<file path="src/rtl/pfcam_pkg.sv">
package pfcam_pkg;
  parameter int unsigned DEF_ENTRIES = 8;
  parameter int unsigned DEF_WIDTH   = 8;
endpackage

</file>
<file path="src/rtl/pfcam_fields.sv">
module pfcam_fields #(
  parameter int unsigned W  = 8,
  parameter int unsigned CW = 4
) (
  input  logic [W-1:0]  data_i,
  output logic [CW-1:0] cnt_o,
  output logic          par_o
);
  always_comb begin
    cnt_o = '0;
    for (int i = 0; i < W; i++) cnt_o = cnt_o + CW'(data_i[i]);
  end

  assign par_o = ^data_i;
endmodule

</file>
<file path="src/rtl/pfcam_entry.sv">
module pfcam_entry #(
  parameter int unsigned W  = 8,
  parameter int unsigned CW = 4
) (
  input  logic          clk_i,
  input  logic          rst_ni,
  input  logic          we_i,
  input  logic [W-1:0]  data_i,
  input  logic [CW-1:0] cnt_i,
  input  logic          par_i,
  output logic          valid_o,
  output logic [W-1:0]  data_o,
  output logic [CW-1:0] cnt_o,
  output logic          par_o
);
  always_ff @(posedge clk_i or negedge rst_ni) begin
    if (!rst_ni) begin
      valid_o <= 1'b0;
      data_o  <= '0;
      cnt_o   <= '0;
      par_o   <= 1'b0;
    end else if (we_i) begin
      valid_o <= 1'b1;
      data_o  <= data_i;
      cnt_o   <= cnt_i;
      par_o   <= par_i;
    end
  end

  assert_write_stores_R1: assert property (@(posedge clk_i) disable iff (!rst_ni)
    we_i |=> (valid_o && data_o == $past(data_i) && cnt_o == $past(cnt_i)));
endmodule

</file>
<file path="src/rtl/pfcam_prefilter.sv">
module pfcam_prefilter #(
  parameter int unsigned E  = 8,
  parameter int unsigned W  = 8,
  parameter int unsigned CW = 4,
  parameter int unsigned AW = 3
) (
  input  logic                 clk_i,
  input  logic                 rst_ni,
  input  logic                 srch_i,
  input  logic [W-1:0]         key_i,
  input  logic [CW-1:0]        key_cnt_i,
  input  logic                 key_par_i,
  input  logic [E-1:0]         ent_valid_i,
  input  logic [E-1:0][CW-1:0] ent_cnt_i,
  input  logic [E-1:0]         ent_par_i,
  input  logic                 wr_en_i,
  input  logic [AW-1:0]        wr_addr_i,
  input  logic [CW-1:0]        wr_cnt_i,
  input  logic                 wr_par_i,
  output logic                 s1_valid_o,
  output logic [W-1:0]         s1_key_o,
  output logic [E-1:0]         s1_en_o
);
  logic [E-1:0] byp;
  logic [E-1:0] pass;

  // A same-cycle write overrides the stored fields so the search sees it
  for (genvar i = 0; i < E; i++) begin : g_flt
    logic [CW-1:0] c;
    logic          p;
    assign byp[i]  = wr_en_i && (wr_addr_i == AW'(i));
    assign c       = byp[i] ? wr_cnt_i : ent_cnt_i[i];
    assign p       = byp[i] ? wr_par_i : ent_par_i[i];
    assign pass[i] = (byp[i] | ent_valid_i[i]) && (c == key_cnt_i) && (p == key_par_i);
  end

  always_ff @(posedge clk_i or negedge rst_ni) begin
    if (!rst_ni) begin
      s1_valid_o <= 1'b0;
      s1_key_o   <= '0;
      s1_en_o    <= '0;
    end else begin
      s1_valid_o <= srch_i;
      if (srch_i) begin
        s1_key_o <= key_i;
        s1_en_o  <= pass;
      end else begin
        s1_en_o  <= '0;
      end
    end
  end

  assert_stage1_issue_R4: assert property (@(posedge clk_i) disable iff (!rst_ni)
    srch_i |=> s1_valid_o);
  assert_only_valid_pass_R8: assert property (@(posedge clk_i) disable iff (!rst_ni)
    srch_i |=> ((s1_en_o & ~$past(ent_valid_i | byp)) == '0));
endmodule

</file>
<file path="src/rtl/pfcam_match.sv">
module pfcam_match #(
  parameter int unsigned E  = 8,
  parameter int unsigned W  = 8,
  parameter int unsigned AW = 3
) (
  input  logic                clk_i,
  input  logic                rst_ni,
  input  logic                s1_valid_i,
  input  logic [W-1:0]        s1_key_i,
  input  logic [E-1:0]        s1_en_i,
  input  logic [E-1:0][W-1:0] ent_data_i,
  output logic                res_valid_o,
  output logic                res_hit_o,
  output logic [AW-1:0]       res_addr_o,
  output logic [E-1:0]        res_lines_o,
  output logic [E-1:0]        res_onehot_o
);
  logic [E-1:0]  lines;
  logic [E-1:0]  first;
  logic [AW-1:0] idx;

  for (genvar i = 0; i < E; i++) begin : g_cmp
    assign lines[i] = s1_en_i[i] && (ent_data_i[i] == s1_key_i);
  end

  always_comb begin
    idx = '0;
    for (int i = E - 1; i >= 0; i--) if (lines[i]) idx = AW'(i);
  end

  assign first = lines & (~lines + E'(1));

  always_ff @(posedge clk_i or negedge rst_ni) begin
    if (!rst_ni) begin
      res_valid_o  <= 1'b0;
      res_hit_o    <= 1'b0;
      res_addr_o   <= '0;
      res_lines_o  <= '0;
      res_onehot_o <= '0;
    end else begin
      res_valid_o  <= s1_valid_i;
      res_hit_o    <= s1_valid_i && (lines != '0);
      res_addr_o   <= s1_valid_i ? idx : '0;
      res_lines_o  <= s1_valid_i ? lines : '0;
      res_onehot_o <= s1_valid_i ? first : '0;
    end
  end

  assert_result_latency_R4: assert property (@(posedge clk_i) disable iff (!rst_ni)
    s1_valid_i |=> res_valid_o);
  assert_no_spurious_result_R4: assert property (@(posedge clk_i) disable iff (!rst_ni)
    !s1_valid_i |=> !res_valid_o);
  assert_lines_filtered_R3: assert property (@(posedge clk_i) disable iff (!rst_ni)
    s1_valid_i |=> ((res_lines_o & ~$past(s1_en_i)) == '0));
  assert_miss_zero_R5: assert property (@(posedge clk_i) disable iff (!rst_ni)
    !res_hit_o |-> (res_addr_o == '0 && res_onehot_o == '0 && res_lines_o == '0));
  assert_onehot_R6: assert property (@(posedge clk_i) disable iff (!rst_ni)
    $onehot0(res_onehot_o));
  assert_lowest_R6: assert property (@(posedge clk_i) disable iff (!rst_ni)
    res_hit_o |-> (res_onehot_o != '0 && (res_onehot_o & res_lines_o) == res_onehot_o
                   && (res_lines_o & (res_onehot_o - E'(1))) == '0));
endmodule

</file>
<file path="src/rtl/pfcam_top.sv">
module pfcam_top #(
  parameter int unsigned ENTRIES = pfcam_pkg::DEF_ENTRIES,
  parameter int unsigned WIDTH   = pfcam_pkg::DEF_WIDTH,
  localparam int unsigned CW = $clog2(WIDTH + 1),
  localparam int unsigned AW = (ENTRIES > 1) ? $clog2(ENTRIES) : 1
) (
  input  logic               clk_i,
  input  logic               rst_ni,
  input  logic               wr_en_i,
  input  logic [AW-1:0]      wr_addr_i,
  input  logic [WIDTH-1:0]   wr_data_i,
  input  logic               srch_i,
  input  logic [WIDTH-1:0]   srch_key_i,
  output logic               res_valid_o,
  output logic               res_hit_o,
  output logic [AW-1:0]      res_addr_o,
  output logic [ENTRIES-1:0] res_lines_o,
  output logic [ENTRIES-1:0] res_onehot_o
);
  logic [CW-1:0] wr_cnt, key_cnt;
  logic          wr_par, key_par;

  logic [ENTRIES-1:0]            ent_valid;
  logic [ENTRIES-1:0][WIDTH-1:0] ent_data;
  logic [ENTRIES-1:0][CW-1:0]    ent_cnt;
  logic [ENTRIES-1:0]            ent_par;

  logic               s1_valid;
  logic [WIDTH-1:0]   s1_key;
  logic [ENTRIES-1:0] s1_en;

  pfcam_fields #(.W(WIDTH), .CW(CW)) u_wr_fields (
    .data_i(wr_data_i), .cnt_o(wr_cnt), .par_o(wr_par));

  pfcam_fields #(.W(WIDTH), .CW(CW)) u_key_fields (
    .data_i(srch_key_i), .cnt_o(key_cnt), .par_o(key_par));

  for (genvar i = 0; i < ENTRIES; i++) begin : g_ent
    pfcam_entry #(.W(WIDTH), .CW(CW)) u_entry (
      .clk_i   (clk_i),
      .rst_ni  (rst_ni),
      .we_i    (wr_en_i && (wr_addr_i == AW'(i))),
      .data_i  (wr_data_i),
      .cnt_i   (wr_cnt),
      .par_i   (wr_par),
      .valid_o (ent_valid[i]),
      .data_o  (ent_data[i]),
      .cnt_o   (ent_cnt[i]),
      .par_o   (ent_par[i])
    );
  end

  pfcam_prefilter #(.E(ENTRIES), .W(WIDTH), .CW(CW), .AW(AW)) u_prefilter (
    .clk_i       (clk_i),
    .rst_ni      (rst_ni),
    .srch_i      (srch_i),
    .key_i       (srch_key_i),
    .key_cnt_i   (key_cnt),
    .key_par_i   (key_par),
    .ent_valid_i (ent_valid),
    .ent_cnt_i   (ent_cnt),
    .ent_par_i   (ent_par),
    .wr_en_i     (wr_en_i),
    .wr_addr_i   (wr_addr_i),
    .wr_cnt_i    (wr_cnt),
    .wr_par_i    (wr_par),
    .s1_valid_o  (s1_valid),
    .s1_key_o    (s1_key),
    .s1_en_o     (s1_en)
  );

  pfcam_match #(.E(ENTRIES), .W(WIDTH), .AW(AW)) u_match (
    .clk_i        (clk_i),
    .rst_ni       (rst_ni),
    .s1_valid_i   (s1_valid),
    .s1_key_i     (s1_key),
    .s1_en_i      (s1_en),
    .ent_data_i   (ent_data),
    .res_valid_o  (res_valid_o),
    .res_hit_o    (res_hit_o),
    .res_addr_o   (res_addr_o),
    .res_lines_o  (res_lines_o),
    .res_onehot_o (res_onehot_o)
  );
endmodule

</file>
<file path="config.mk">
export PLATFORM = sky130hd
export DESIGN_NAME = pfcam_top
export DESIGN_NICKNAME = d
export VERILOG_FILES = /design/src/rtl/pfcam_pkg.sv /design/src/rtl/pfcam_fields.sv /design/src/rtl/pfcam_entry.sv /design/src/rtl/pfcam_prefilter.sv /design/src/rtl/pfcam_match.sv /design/src/rtl/pfcam_top.sv
export SDC_FILE = /design/constraint.sdc
export NUM_CORES = 1
export LEC_CHECK = 0
export ABC_AREA = 1
export BUFFER_PORTS_ARGS = -buffer_cell sky130_fd_sc_hd__buf_2
export CORE_AREA = 2 2 154 156
export CTS_CLUSTER_SIZE = 20
export DETAILED_ROUTE_END_ITERATION = 8
export DIE_AREA = 0 0 156 158
export PLACE_DENSITY_LB_ADDON = 0.3
export SETUP_SLACK_MARGIN = 0.3
export SYNTH_ARGS = -nofsm -noshare
export SYNTH_HDL_FRONTEND = slang
export SYNTH_SLANG_ARGS = --single-unit
</file>
<file path="constraint.sdc">
create_clock -name clk_i -period 1.6 [get_ports clk_i]
set_clock_uncertainty 0.2 [all_clocks]
set_input_delay 0.16 -clock clk_i [delete_from_list [all_inputs] [get_ports clk_i]]
set_output_delay 0.16 -clock clk_i [all_outputs]
set_load 0.1 [all_outputs]
</file>
== After elaboration in Yosys (flattened, before gate mapping) ==
Index checks and enable logic that the tools add are counted.

* Equal/unequal tests: 31
* Multiplexer cells: 28
* Bitwise logic cells: 10
* Reduce and logical (&&, ||, !) cells: 37
* $add $sub $neg: 15

{| class="wikitable"
|+ Operators with widths
! cell !! count
|-
| 8-bit == test || 8
|-
| 4-bit by 1-bit adder with 4-bit output || 12
|-
| 1-bit logical AND || 33
|-
| 4-bit == test || 8
|-
| 4-bit two-way mux || 8
|-
| 3-bit two-way mux || 9
|-
| 8-bit two-way mux || 3
|-
| 8-bit XOR reduction || 2
|-
| 3-bit == test (second input constant) || 4
|-
| 8-bit by 1-bit adder with 8-bit output (second input constant) || 1
|-
| 8-bit AND || 1
|-
| 1-bit == test || 8
|-
| 1-bit two-way mux || 8
|-
| 8-bit inverter || 1
|-
| 1-bit bitwise OR || 8
|-
| 8-bit nonzero test || 1
|-
| 3-bit by 2-bit == test with 1-bit output (second input constant) || 2
|-
| 1-bit by 1-bit adder with 2-bit output || 2
|-
| 3-bit by 1-bit == test with 1-bit output (second input constant) || 1
|-
| 3-bit logical NOT || 1
|}

* Output and inout bits: 21
* Input bits: 23
* Register bits after elaboration: 150
* Word-level logic and storage cells: 161

== Longest topological paths before layout ==
Gate-level depths: netlist of the first run.

* Depth in word-level cells: 12
* Depth in mapped cells: 15
* Mapped depth without buffers: 15

== Modules after synthesis ==
Synthesis of the first run repeated with hierarchy kept, for this count alone.

* Cell total of the unflattened synthesis: 1328
* Area total of the unflattened synthesis: 9008.6 µm²

{| class="wikitable"
|+ By module, submodules not included
! module !! cells an instance !! area each (µm²) !! times used !! sequential area each (µm²)
|-
| pfcam_entry || 57 || 525.5 || 8 || 350.3
|-
| pfcam_prefilter || 405 || 2068.2 || 1 || 425.4
|-
| pfcam_match || 336 || 2026.9 || 1 || 500.5
|-
| pfcam_fields || 57 || 322.8 || 2 || 0.0
|-
| pfcam_top || 17 || 63.8 || 1 || 0.0
|}

== Least setup slack after synthesis of the first run ==
No wires, ideal clock.

* Path type: input-to-reg
* Start: input wr_data_i[0]
* End: register u_prefilter.s1_en_o[4]
* Slack: -1.693 ns
* Path buffers: 0
* Required time: 1.329 ns
* Data arrival time: 3.022 ns
* Stages on the path: 13
* Setup time: 0.071 ns
* Path through: ha_1 inv_1 fa_1 fa_1 fa_1 fa_1 xnor2_2 o21ai_0 nand2_1 nand3_1 nor2_1 nand2_1 nor2_1

* Word-level cells in the longest chain between the ends: 12
* Elaborated cells between the ends (all ways): 15
* Classes of those cells: add/sub (7); eq/ne (2); mux (3); reduce/logical (3)

{| class="wikitable"
|+ RTL lines
! element !! line !! RTL
|-
| start, declared || pfcam_top.sv:11 || <nowiki>input logic [WIDTH-1:0] wr_data_i,</nowiki>
|-
| 1-bit by 1-bit adder with 2-bit output || pfcam_fields.sv:11 || <nowiki>for (int i = 0; i < W; i++) cnt_o = cnt_o + CW'(data_i[i]);</nowiki>
|-
| 4-bit by 1-bit adder with 4-bit output (6 in a row) || pfcam_fields.sv:11 ||
|-
| 4-bit two-way mux || pfcam_prefilter.sv:32 || <nowiki>assign c = byp[i] ? wr_cnt_i : ent_cnt_i[i];</nowiki>
|-
| 4-bit == test || pfcam_prefilter.sv:34 || <nowiki>assign pass[i] = (byp[i] | ent_valid_i[i]) && (c == key_cnt_i) && (p == key_par_i);</nowiki>
|-
| 1-bit logical AND || pfcam_prefilter.sv:34 ||
|-
| 1-bit logical AND (*) || pfcam_prefilter.sv:34 ||
|-
| 8-bit two-way mux (*) || pfcam_prefilter.sv:44 || <nowiki>if (srch_i) begin</nowiki>
|-
| end signal, assigned || pfcam_prefilter.sv:46 || <nowiki>s1_en_o <= pass;</nowiki>
|-
| end, declared || pfcam_prefilter.sv:22 || <nowiki>output logic [E-1:0] s1_en_o</nowiki>
|}

Every way passes the cells marked *; elsewhere a longest branch is shown, timed or not.
A chain may end at the register's enable or synchronous reset.

== Final worst setup path of the first run ==
* Start: input wr_data_i[1]
* End: register u_prefilter.s1_en_o[6]

Same word-level chain as after synthesis.

==> metrics.csv, run 1 <==
metric,value,unit
vias,6876,
Antenna Nets Post-Route,0,
clk buf depth,2,
CTS tree,built,
clock sink count,149,
Die H,158,um
Slew Limit Fails,0,
reg2reg setup slack,-0.23,ns
Worst R2R Path Depth,9,
cts hold-fix bufs,17,
most frequent cells in the layout,"nand2_1 (280), dfrtp_1 (140), buf_4 (88)",
worst hold stages,5,
sequential fraction of the synthesis area,47.2,%
final setup vio count,58,
core area,23100,sq um
Die Width,156,um
DRT Pass-1 Iters,4,
post-synth cell types,36,
Maximum Capacitance Violations,0,
Worst Setup SP,wr_data_i[1],
PwrDens,1170,nW/um^2
"commonest non-fill, non-tap cell in the layout",nand2_1,
Syn Area/Cell,7.97,sq um
Ys Warns,0,
HP Class,in -> reg,
RR Endpoint,u_match.res_onehot_o[7]$_DFF_PN0_,
first-pass GRT wire length,35700,um
IO Pins,44,
unrepaired setup endpoints after global routing,yes,
layout cell share with drive strength beyond 1,37.0,%
min-delay src,wr_en_i,
crit path time final,2.99,ns
Buffers on Ports,43,
status,"finished, violations left",
Die ar.,24600,sq um
total gr overflow,0,
Mapped Cells,991,
r2r startpoint,u_prefilter.s1_key_o[7]$_DFFE_PN0P_,
Layout Nets,1213,
hold slack,-0.0439,ns
Vias/cell,4.65,
WHS Endpoint,g_ent[7].u_entry.cnt_o[0]$_DFF_PN0_,
pin count of the biggest net entering global routing,45,
synthesized area,7900,sq um
endpoints failing hold,27,
Placer Congestion,0.803,
f_max,334,MHz
"Cell Count, Final, Fillers Out",1479,
vias in the first global route,6829,
initial antenna violation count,0,
CP Data Required Time,1.76,ns
Starting Density,34.3,%
clk_lat worst skew,0.43,ns
DR DRC count,0,
clock buffer count from CTS,17,
Worst-Margin Slew,0.351,ns
failing checks,"negative hold slack, negative setup slack",
worst-path fanout max,8,
Setup crit end kind,register,
register bit total from synthesis,149,
final setup margin,-1.39,ns
1st-iter DRT viols,383,
Detailed Place HPWL,15000,um
CTS root buffer,clkbuf_16,
"Clk pin slew, worst setup/hold paths",0.06,ns
period utilization,187,%
Tot GR Track Use,18.8,%
CTS HTree Levels,4,
Placed Cells,1411,
leakage power total,5.80,nW
Layout Area Growth over Synthesis,47.0,%
Max VDD drop,0.000662,V
Max-slew headroom,76.5,%
DRT Wirelength,22100,um
ANT cells,0,
PnR Total Power,13.6,mW
Placement Rows,56,
routed len/inst,15.0,um
post-layout util,50.4,%
critical path class,in -> reg,
syn_nets,1028,
startpoint types,input port,
Arrival @ worst endpoint,3.15,ns
==> flip-flops by register name, indices dropped and copies added (netlist names) <==
| signal | flops |
|---|---|
| u_prefilter.s1_key_o | 8 |
| u_match.res_valid_o | 1 |
| g_ent.u_entry.par_o | 8 |
| g_ent.u_entry.valid_o | 8 |
| g_ent.u_entry.data_o | 64 |
| u_match.res_addr_o | 3 |
| u_prefilter.s1_valid_o | 1 |
| u_match.res_lines_o | 8 |
| u_match.res_onehot_o | 7 |
| u_prefilter.s1_en_o | 8 |
| g_ent.u_entry.cnt_o | 32 |
| u_match.res_hit_o | 1 |
==> area by class of cell <==
cell class,instances,area (sq um)
clock buffer,17,425
clock inverter,15,145
fill,2079,11400
inverter,107,449
multi-input combinational,704,4430
sequential,149,3740
tap,290,363
timing repair buffer,197,2060
==> worst max path at each step <==
| stage | to | slack, ns | cells past startpoint |
|---|---|---|---|
| 6_report | u_prefilter.s1_en_o[6]$_DFF_PN0_ | -1.39 | 15 |
| 5_1_grt | u_prefilter.s1_en_o[6]$_DFF_PN0_ | -1.49 | 15 |
| 4_1_cts | u_prefilter.s1_en_o[2]$_DFF_PN0_ | -1.31 | 14 |
| 3_5_place_dp | u_prefilter.s1_en_o[2]$_DFF_PN0_ | -1.85 | 14 |
| 3_3_place_gp | u_prefilter.s1_en_o[2]$_DFF_PN0_ | -1.79 | 12 |
| 2_1_floorplan | u_prefilter.s1_en_o[5]$_DFF_PN0_ | -1.47 | 13 |
==> power by group <==
part,internal (mW),leakage [nW],switching [mW]
logic,2.24,3.66,2.58
clock network,2.18,0.278,1.77
registers,4.41,1.86,0.433
total,8.84,5.80,4.78
==> logic make-up (layout without fill, tap and decap cells) <==
| family | after synthesis | count (layout) | share of synthesized area [%] |
|---|---|---|---|
| simple gates | 526 | 526 | 28.8 |
| fa+ha+maj | 14 | 14 | 2.98 |
| xor+xnor | 48 | 48 | 5.41 |
| flops | 149 | 149 | 47.2 |
| compound gates | 116 | 116 | 7.90 |
| buf+inv | 138 | 336 | 7.68 |
==> critical path, cell delays in order <==
cell and delay (ns):
buf_8 0.10, ha_4 0.26, inv_2 0.04, fa_1 0.49, fa_1 0.43, fa_2 0.37, fa_2 0.39, xnor2_4 0.15
buf_12 0.15, buf_6 0.11, o21ai_4 0.17, o22ai_2 0.10, nor2_2 0.09, nand2_1 0.05, nor2_1 0.09
==> what timing repair did <==
action / 4_1_cts / 5_1_grt
pin swaps: 50 / 39
setup buffers: 10 / 9
endpoints found under the setup margin: 89 / 93
hold endpoints to repair: 166 / 1
gates resized for setup: 210 / 93
==> synth_stat cells, drive strengths merged <==
library cell | count | area [sq um]
nor2 | 92 | 385
fa | 8 | 160
ha | 6 | 75.1
xnor2 | 24 | 218
nor3 | 10 | 60.1
clkinv | 2 | 7.51
inv | 105 | 394
xor2 | 24 | 210
nand3b | 4 | 30.0
o22ai | 7 | 43.8
and3 | 1 | 6.26
nand4 | 9 | 62.6
o21ai | 104 | 551
or2 | 16 | 100
dfrtp | 149 | 3730
buf | 21 | 168
a21oi | 4 | 20.0
nor3b | 1 | 7.51
nand2 | 347 | 1400
o211a | 1 | 10.0
nand3 | 46 | 230
clkbuf | 10 | 37.5
==> stage by stage <==
| stage | area (sq um) | setup WS [ns] | hold slack (ns) | setup TNS (ns) |
|---|---|---|---|---|
| 3_3_place_gp | 9510 | -1.79 | -0.117 | -63.25 |
| 6_report | 11600 | -1.39 | -0.0439 | -42.04 |
| 2_1_floorplan | 8150 | -1.47 | -0.336 | -44.40 |
| 5_1_grt | 11600 | -1.49 | -0.0206 | -45.40 |
| 3_5_place_dp | 9510 | -1.85 | -0.120 | -64.85 |
| 4_1_cts | 11200 | -1.31 | -0.0305 | -39.99 |
==> metal layers <==
layer / routed length, um / GRT usage (%) / vias up
met5: 0 / 0 / -
met4: 292 / 4.94 / 0
met3: 633 / 3.59 / 24
met2: 11100 / 32.6 / 106
met1: 10100 / 24.2 / 3288
li1: - / - / 3458
No activity file was read; power rests on OpenSTA's default activity.
==> inputs of run 2 (changes only) <==
--- a/config.mk
+++ b/config.mk
@@ -6,7 +6,7 @@
 export NUM_CORES = 1
 export LEC_CHECK = 0
 export ABC_AREA = 1
-export BUFFER_PORTS_ARGS = -buffer_cell sky130_fd_sc_hd__buf_2
+export BUFFER_PORTS_ARGS = -buffer_cell sky130_fd_sc_hd__buf_4
 export CORE_AREA = 2 2 154 156
 export CTS_CLUSTER_SIZE = 20
 export DETAILED_ROUTE_END_ITERATION = 8
==> run 2 against run 1 <==
Compared with the run above: the run still ends with negative hold slack, negative setup slack left; clock power fell by 2%; sequential power barely moved; cell area rose by 0.70%; core utilization rose by 0.35 points; register-to-register slack barely moved; setup slack improved by 0.096 ns; sequential share of layout area fell by 0.25 points; routed wire length rose by 1.5%; critical endpoint is now u_prefilter.s1_en_o[0]$_DFF_PN0_; largest cell class unchanged.
==> metrics.csv, run 2 (synthesis results as in run 1) <==
metric,value,unit
status,"finished, violations left",
failing checks,"negative hold slack, negative setup slack",
Worst-Margin Slew,0.744,ns
Top reg by flops,g_ent.u_entry.data_o,
HP Class,in -> reg,
PwrDens,1160,nW/um^2
Maximum Capacitance Violations,0,
final setup margin,-1.30,ns
Tot GR Track Use,19.2,%
first-pass GRT wire length,36000,um
min-delay src,srch_i,
clock power share,28.6,%
DRT Wirelength,22500,um
design area,11700,sq um
clk_lat worst skew,0.44,ns
max reg flops,64,
Placed Cells,1420,
core area,23100,sq um
ANT cells,0,
1st-iter DRT viols,366,
internal power,8.70,mW
M1 WL,10300,um
Placement Rows,56,
period utilization,181,%
net switching power,4.84,mW
Antenna Nets Post-Route,0,
placed cell area,9660,sq um
most frequent cells in the layout,"nand2_1 (290), dfrtp_1 (142), buf_4 (111)",
leakage power total,5.84,nW
Starting Density,34.3,%
Die H,158,um
WHS Endpoint,u_prefilter.s1_key_o[7]$_DFFE_PN0P_,
routed len/inst,15.1,um
Max VDD drop,0.000832,V
CTS HTree Levels,4,
Switching Share,35.7,%
worst hold stages,3,
crit path time final,2.90,ns
Die Width,156,um
Buffers on Ports,43,
"commonest non-fill, non-tap cell in the layout",nand2_1,
endpoints failing hold,10,
RR Endpoint,u_match.res_onehot_o[5]$_DFF_PN0_,
worst-path fanout max,8,
metal2 WL,11000,um
Slew Limit Fails,0,
vias in the first global route,6708,
top sig layer,met4,
DRT Pass-1 Iters,5,
Die ar.,24600,sq um
sequential fraction of design power,35.7,%
startpoint types,input port,
total gr overflow,0,
WL met3,751,um
register area,3740,sq um
clock sink count,149,
Vias/cell,4.67,
hold slack,-0.0568,ns
f_max,345,MHz
r2r startpoint,u_prefilter.s1_key_o[7]$_DFFE_PN0P_,
unrepaired setup endpoints after global routing,yes,
CTS tree,built,
Layout Area Growth over Synthesis,48.1,%
setup_tns,-39.32,ns
"Cell Count, Final, Fillers Out",1491,
"Clk pin slew, worst setup/hold paths",0.07,ns
Placer Congestion,0.809,
multi-input combinational cell area,4390,sq um
clock buffer count from CTS,17,
CP Data Required Time,1.77,ns
clk buf depth,2,
DR DRC count,0,
Max-slew headroom,50.3,%
Setup crit end kind,register,
Arrival @ worst endpoint,3.06,ns
Layout Nets,1225,
Top Registers,"g_ent.u_entry.data_o (64), g_ent.u_entry.cnt_o (32)",
vias,6962,
Layout fillers,2076,
layout cell share with drive strength beyond 1,35.9,%
combinational share of power,35.6,%
pin count of the biggest net entering global routing,36,
initial antenna violation count,0,
IO Pins,44,
Worst R2R Path Depth,8,
Detailed Place HPWL,15200,um
CTS root buffer,clkbuf_16,
reg2reg setup slack,-0.24,ns
final setup vio count,57,
critical path class,in -> reg,
==> run 2: cell types whose count changed in the layout (fill, tap and decap cells not counted), sizes merged <==
| cell | before | now |
|---|---|---|
| inv | 113 | 112 |
| bufinv | 1 | 0 |
| dlygate4sd3 | 17 | 19 |
| clkbuf | 18 | 17 |
| buf | 179 | 187 |
| dlymetal6s2s | 0 | 1 |
| clkinvlp | 2 | 6 |
==> run 2: how the worst max path moves through the flow <==
stage | startpoint | slack, ns | end
final | wr_data_i[1] | -1.30 | u_prefilter.s1_en_o[0]$_DFF_PN0_
after global routing | wr_data_i[1] | -1.45 | u_prefilter.s1_en_o[7]$_DFF_PN0_
after CTS | wr_data_i[1] | -1.29 | u_prefilter.s1_en_o[7]$_DFF_PN0_
after detailed placement | wr_data_i[0] | -1.80 | u_prefilter.s1_en_o[2]$_DFF_PN0_
after global placement | wr_data_i[1] | -1.78 | u_prefilter.s1_en_o[1]$_DFF_PN0_
after floorplan | wr_data_i[1] | -1.47 | u_prefilter.s1_en_o[5]$_DFF_PN0_
==> run 2: power by group through the flow <==
stage	Combinational, mW	Clock [mW]	Sequential, mW
floorplan	2.59	0	4.76
global placement	3.92	0	4.83
detailed placement	3.98	0	4.85
CTS	4.61	3.93	4.82
global route	5.34	4.13	4.91
finish	4.82	3.88	4.84
==> run 2: final cells by class <==
class	instances	area share (%)
timing repair inverter	2	0.107
clock buffer	17	3.64
multi-input combinational	704	37.5
sequential	149	32.0
timing repair buffer	207	18.7
tap	290	3.10
clock inverter	15	1.18
inverter	107	3.83
==> run 2: through the flow <==
stage / power (mW) / worst slack (ns) / utilization [%]
3_5_place_dp: 8.82 / -1.80 / 41.9
3_3_place_gp: 8.76 / -1.78 / 41.9
4_1_cts: 13.4 / -1.29 / 49.3
5_1_grt: 14.4 / -1.45 / 50.8
2_1_floorplan: 7.35 / -1.47 / -
6_report: 13.5 / -1.30 / 50.8
==> run 2: repair_timing <==
item	CTS	global route
setup buffers	9	8
pin swaps	70	29
endpoints found under the hold margin	175	5
gates resized for setup	203	69
endpoints found under the setup margin	88	100
cloned	0	2
hold buffers	19	1
==> run 2: routing by layer <==
| metal | global-route usage, % | up-vias |
|---|---|---|
| met5 | 0 | - |
| met3 | 3.83 | 32 |
| met2 | 32.6 | 128 |
| met1 | 25.0 | 3298 |
| li1 | - | 3504 |
| met4 | 5.42 | 0 |
==> run 2: worst max-delay path, stage by stage <==
cell and delay [ns]:
buf_8 0.10, ha_4 0.26, inv_2 0.04, fa_1 0.49, fa_1 0.43, fa_2 0.37
fa_2 0.39, xnor2_4 0.15, buf_12 0.15, o21ai_2 0.15, o22ai_1 0.10, nor2_2 0.11
nand2_1 0.06, nor2_1 0.10
